==> config.mk <==
export PLATFORM = sky130hd
export DESIGN_NAME = regfile_wt
export DESIGN_NICKNAME = d
export VERILOG_FILES = /design/src/rtl/regfile_wt_pkg.sv /design/src/rtl/regfile_wt_wsel.sv /design/src/rtl/regfile_wt_store.sv /design/src/rtl/regfile_wt_rport.sv /design/src/rtl/regfile_wt.sv
export SDC_FILE = /design/constraint.sdc
export NUM_CORES = 2
export LEC_CHECK = 0
export ABC_AREA = 1
export BUFFER_PORTS_ARGS = -buffer_cell sky130_fd_sc_hd__buf_4
export CORE_ASPECT_RATIO = 1.4
export CORE_MARGIN = 2
export CORE_UTILIZATION = 45
export CTS_CLUSTER_SIZE = 28
export DETAILED_ROUTE_END_ITERATION = 10
export GPL_ROUTABILITY_DRIVEN = 0
export SKIP_CTS_REPAIR_TIMING = 1
export SLEW_MARGIN = 20
export SYNTH_ARGS = -nofsm -noshare
export SYNTH_HDL_FRONTEND = slang
export SYNTH_HIERARCHICAL = 1
export SYNTH_SLANG_ARGS = --single-unit
==> constraint.sdc <==
create_clock -name clk -period 2.6 [get_ports clk]
set_clock_uncertainty 0.1 [all_clocks]
set_input_delay 0.13 -clock clk [delete_from_list [all_inputs] [get_ports clk]]
set_output_delay 0.13 -clock clk [all_outputs]
set_load 0.05 [all_outputs]
==> src/rtl/regfile_wt_pkg.sv <==
package regfile_wt_pkg;

  localparam int unsigned RF_ADDR_W = 5;
  localparam int unsigned RF_DATA_W = 32;

  // register 0 is hard-wired; every other index is a real storage cell
  function automatic logic addr_is_live(input int unsigned idx);
    return idx != 0;
  endfunction

endpackage

==> src/rtl/regfile_wt_wsel.sv <==
module regfile_wt_wsel #(
  parameter int unsigned ADDR_W = 5,
  localparam int unsigned DEPTH = 1 << ADDR_W
) (
  input  logic              wr_en,
  input  logic [ADDR_W-1:0] wr_addr,
  output logic [DEPTH-1:0]  sel
);
  import regfile_wt_pkg::*;

  for (genvar i = 0; i < DEPTH; i++) begin : g_sel
    if (addr_is_live(i)) begin : g_live
      assign sel[i] = wr_en && (wr_addr == ADDR_W'(i));
    end else begin : g_zero
      assign sel[i] = 1'b0;
    end
  end
endmodule

==> src/rtl/regfile_wt_store.sv <==
module regfile_wt_store #(
  parameter int unsigned ADDR_W = 5,
  parameter int unsigned DATA_W = 32,
  localparam int unsigned DEPTH = 1 << ADDR_W
) (
  input  logic                          clk,
  input  logic [DEPTH-1:0]              sel,
  input  logic [DATA_W-1:0]             wr_data,
  output logic [DEPTH-1:0][DATA_W-1:0]  cells
);
  import regfile_wt_pkg::*;

  for (genvar i = 0; i < DEPTH; i++) begin : g_cell
    if (addr_is_live(i)) begin : g_live
      logic [DATA_W-1:0] value;
      always_ff @(posedge clk) begin
        if (sel[i]) value <= wr_data;
      end
      assign cells[i] = value;
    end else begin : g_zero
      // the select for this entry is tied low by the decoder
      logic unused_sel;
      assign unused_sel = sel[i];
      assign cells[i] = '0;
    end
  end
endmodule

==> src/rtl/regfile_wt_rport.sv <==
module regfile_wt_rport #(
  parameter int unsigned ADDR_W = 5,
  parameter int unsigned DATA_W = 32,
  localparam int unsigned DEPTH = 1 << ADDR_W
) (
  input  logic [DEPTH-1:0][DATA_W-1:0]  cells,
  input  logic                          wr_en,
  input  logic [ADDR_W-1:0]             wr_addr,
  input  logic [DATA_W-1:0]             wr_data,
  input  logic [ADDR_W-1:0]             rd_addr,
  output logic [DATA_W-1:0]             rd_data
);
  import regfile_wt_pkg::*;

  logic hit;

  // same-cycle pass-through: the write is ordered ahead of the read
  always_comb begin
    hit = wr_en && (wr_addr == rd_addr) && addr_is_live(int'(rd_addr));
    rd_data = hit ? wr_data : cells[rd_addr];
  end
endmodule

==> src/rtl/regfile_wt.sv <==
module regfile_wt #(
  parameter int unsigned ADDR_W = regfile_wt_pkg::RF_ADDR_W,
  parameter int unsigned DATA_W = regfile_wt_pkg::RF_DATA_W
) (
  input  logic              clk,
  input  logic              wr_en,
  input  logic [ADDR_W-1:0] wr_addr,
  input  logic [DATA_W-1:0] wr_data,
  input  logic [ADDR_W-1:0] rd_a_addr,
  output logic [DATA_W-1:0] rd_a_data,
  input  logic [ADDR_W-1:0] rd_b_addr,
  output logic [DATA_W-1:0] rd_b_data
);
  localparam int unsigned DEPTH = 1 << ADDR_W;
  localparam int unsigned NPORT = 2;

  logic [DEPTH-1:0]             sel;
  logic [DEPTH-1:0][DATA_W-1:0] cells;
  logic [NPORT-1:0][ADDR_W-1:0] raddr;
  logic [NPORT-1:0][DATA_W-1:0] rdata;

  regfile_wt_wsel #(.ADDR_W(ADDR_W)) u_wsel (
    .wr_en   (wr_en),
    .wr_addr (wr_addr),
    .sel     (sel)
  );

  regfile_wt_store #(.ADDR_W(ADDR_W), .DATA_W(DATA_W)) u_store (
    .clk     (clk),
    .sel     (sel),
    .wr_data (wr_data),
    .cells   (cells)
  );

  assign raddr[0] = rd_a_addr;
  assign raddr[1] = rd_b_addr;

  for (genvar p = 0; p < NPORT; p++) begin : g_rport
    regfile_wt_rport #(.ADDR_W(ADDR_W), .DATA_W(DATA_W)) u_rport (
      .cells   (cells),
      .wr_en   (wr_en),
      .wr_addr (wr_addr),
      .wr_data (wr_data),
      .rd_addr (raddr[p]),
      .rd_data (rdata[p])
    );
  end

  assign rd_a_data = rdata[0];
  assign rd_b_data = rdata[1];
endmodule

==> flow_metrics.env <==
export IMPL_arrival_ns=2.34
export IMPL_drt_iter0_drc=5895
export IMPL_total_power_w=0.03723
export IMPL_num_fill_cells=11330
export IMPL_nets=7046
export IMPL_portBuffers=112
export IMPL_dpl_hpwl_um=111600
export IMPL_syn_avg_cell_area_um2=7.842
export IMPL_grtUsageMet2_pct=50.47
export IMPL_worstPathRequired_ns=2.37
export IMPL_die_y_um=417.0
export IMPL_syn_to_final_growth_pct=12.41
export IMPL_p_leak_nw=27.13
export IMPL_grt_antenna_before_repair=8
export IMPL_grt_use_met1_pct=42.37
export IMPL_setup_tns_final_ns=0
export IMPL_worst_pin_slew_ns=0.7953
export IMPL_max_freq_mhz=388.4
export IMPL_min_period_ns=2.575
export IMPL_worstHoldStart="wr_addr[0]"
export IMPL_top_regs="u_store/g_cell.g_live.value (992)"
export IMPL_top_register="u_store/g_cell.g_live.value"
export IMPL_start_kind="flop"
export IMPL_drc=0
export IMPL_grt_use_met3_pct=5.719
export IMPL_synth_area_mm2=0.05482
export IMPL_grt_max_degree=114
export IMPL_routedWlPerCell_um=23.33
export IMPL_syn_inst=6991
export IMPL_rsz0062_at_grt="false"
export IMPL_grt_use_total_pct=31.91
export IMPL_setup_violations_final=0
export IMPL_vias=48830
export IMPL_drt_wl_total_um=202700
export IMPL_max_stage_delay_ns=0.40
export IMPL_clk_pin_slew_worst_paths_ns=0.06
export IMPL_worstPathMaxFanout=2
export IMPL_root_buffer="clkbuf_16"
export IMPL_post_route_period_util_pct=99.03
export IMPL_hold_viol_final=0
export IMPL_drv_slew=0
export IMPL_crit_type="reg -> out"
export IMPL_busiest_layer="met2"
export IMPL_firstDrtPassIters=6
export IMPL_critical_path_buf_inv_count=1
export IMPL_ant_nets=0
export IMPL_drive_gt1_share_pct=7.014
export IMPL_relSlewSlack_pct=46.98
export IMPL_status="finished, final reports clean"
export IMPL_path_cells="nand2_1, nand3_1, nand3_1, nand2_1, nor2_1, nand2_1, nand3_1, nand2_1, buf_4"
export IMPL_ios=113
export IMPL_largest_reg_flops=992
export IMPL_initial_core_util_pct=45.34
export IMPL_overflow=0
export IMPL_core_area_mm2=0.1209
export IMPL_cts_made_buffers=98
export IMPL_vias_per_cell=5.622
export IMPL_irDropWorstVdd_v=0.0005429
export IMPL_cts_sinks=992
export IMPL_startpoint="u_store/g_cell[5].g_live.value[21]$_DFFE_PP_"
export IMPL_ctsLongestPathBuffers=3
export IMPL_max_cap_viol_count=0
export IMPL_crit_slowest_cell="edfxtp_1"
export IMPL_post_route_util_pct=50.97
export IMPL_cts_htree_levels=3
export IMPL_die_w_um=299.0
export IMPL_cts_tree="yes"
export IMPL_power_density_mw_per_mm2=604.1
export IMPL_num_rows=151
export IMPL_yosysWarnings=6
export IMPL_hold_class="in -> reg"
export IMPL_cp_end_kind="output pin"
export IMPL_cp_top_family="simple AND/OR/NAND/NOR gates"
export IMPL_cp_common_cell="nand2_1"
export IMPL_grt_pass1_vias=45700
export IMPL_grt_pass1_wl_um=295000
export IMPL_dieArea_mm2=0.1247
[routing by layer]
| layer | routed length (um) | share of wire (%) |
|---|---|---|
| met2 | 92840 | 46 |
| met1 | 77970 | 38 |
| met3 | 21610 | 11 |
| met5 | 41 | 0.020 |
| met4 | 10230 | 5.0 |
[cell usage in the layout, fill, tap and decap left out, types with 3 or more instances in the layout]
cell type and instances:
a21oi_1 120, buf_12 83, buf_4 222, buf_8 4, bufinv_16 10, clkbuf_1 18
clkbuf_16 100, clkinv_1 26, clkinv_2 13, clkinv_8 3, conb_1 32, diode_2 8
dlygate4sd3_1 32, edfxtp_1 992, inv_1 791, inv_2 6, nand2_1 2884, nand3_1 1174
nor2_1 427, nor2_2 7, nor2_4 33, o211ai_1 6, o21ai_0 64
[metrics by stage]
stage	area, um2	cells	setup WS, ns	hold WS, ns
3_5_place_dp	58160	8471	0.2729	0.4630
4_1_cts	61280	8646	0.007951	-0.3055
2_1_floorplan	54940	7022	0.2721	0.1289
6_report	61630	8686	0.02518	0.03474
5_1_grt	61610	8678	0.003480	0.009957
3_3_place_gp	58160	8471	0.2440	0.4615
[worst min-delay path, stage by stage]
cell     delay [ns]
buf_4          0.15
nor2_2         0.08
nand2_1        0.16
nor2_4         0.13
[where the power goes]
group / switching [W] / internal, W / leakage [nW]
Combinational: 0.00367 / 0.00138 / 16.7
Clock: 0.00630 / 0.00801 / 1.52
Sequential: 0.0000786 / 0.0178 / 8.94
[cell type report]
type | instances | area (um2) | area share (%)
Sequential cell | 992 | 29790 | 48.34
Multi-Input combinational cell | 4761 | 19910 | 32.30
Timing Repair Buffer | 341 | 3709 | 6.018
Inverter | 803 | 3067 | 4.976
Clock buffer | 118 | 2570 | 4.170
Tap cell | 1606 | 2009 | 3.261
Clock inverter | 57 | 554.3 | 0.8994
Antenna cell | 8 | 20.02 | 0.03249
[final timing paths]
kind	to	slack (ns)	depth (start not counted)
setup / recovery	rd_a_data[21]	0.03	9
hold / removal	u_store/g_cell[26].g_live.value[2]$_DFFE_PP_	0.03	4
Note: power is estimated with default switching activity, not from simulation.
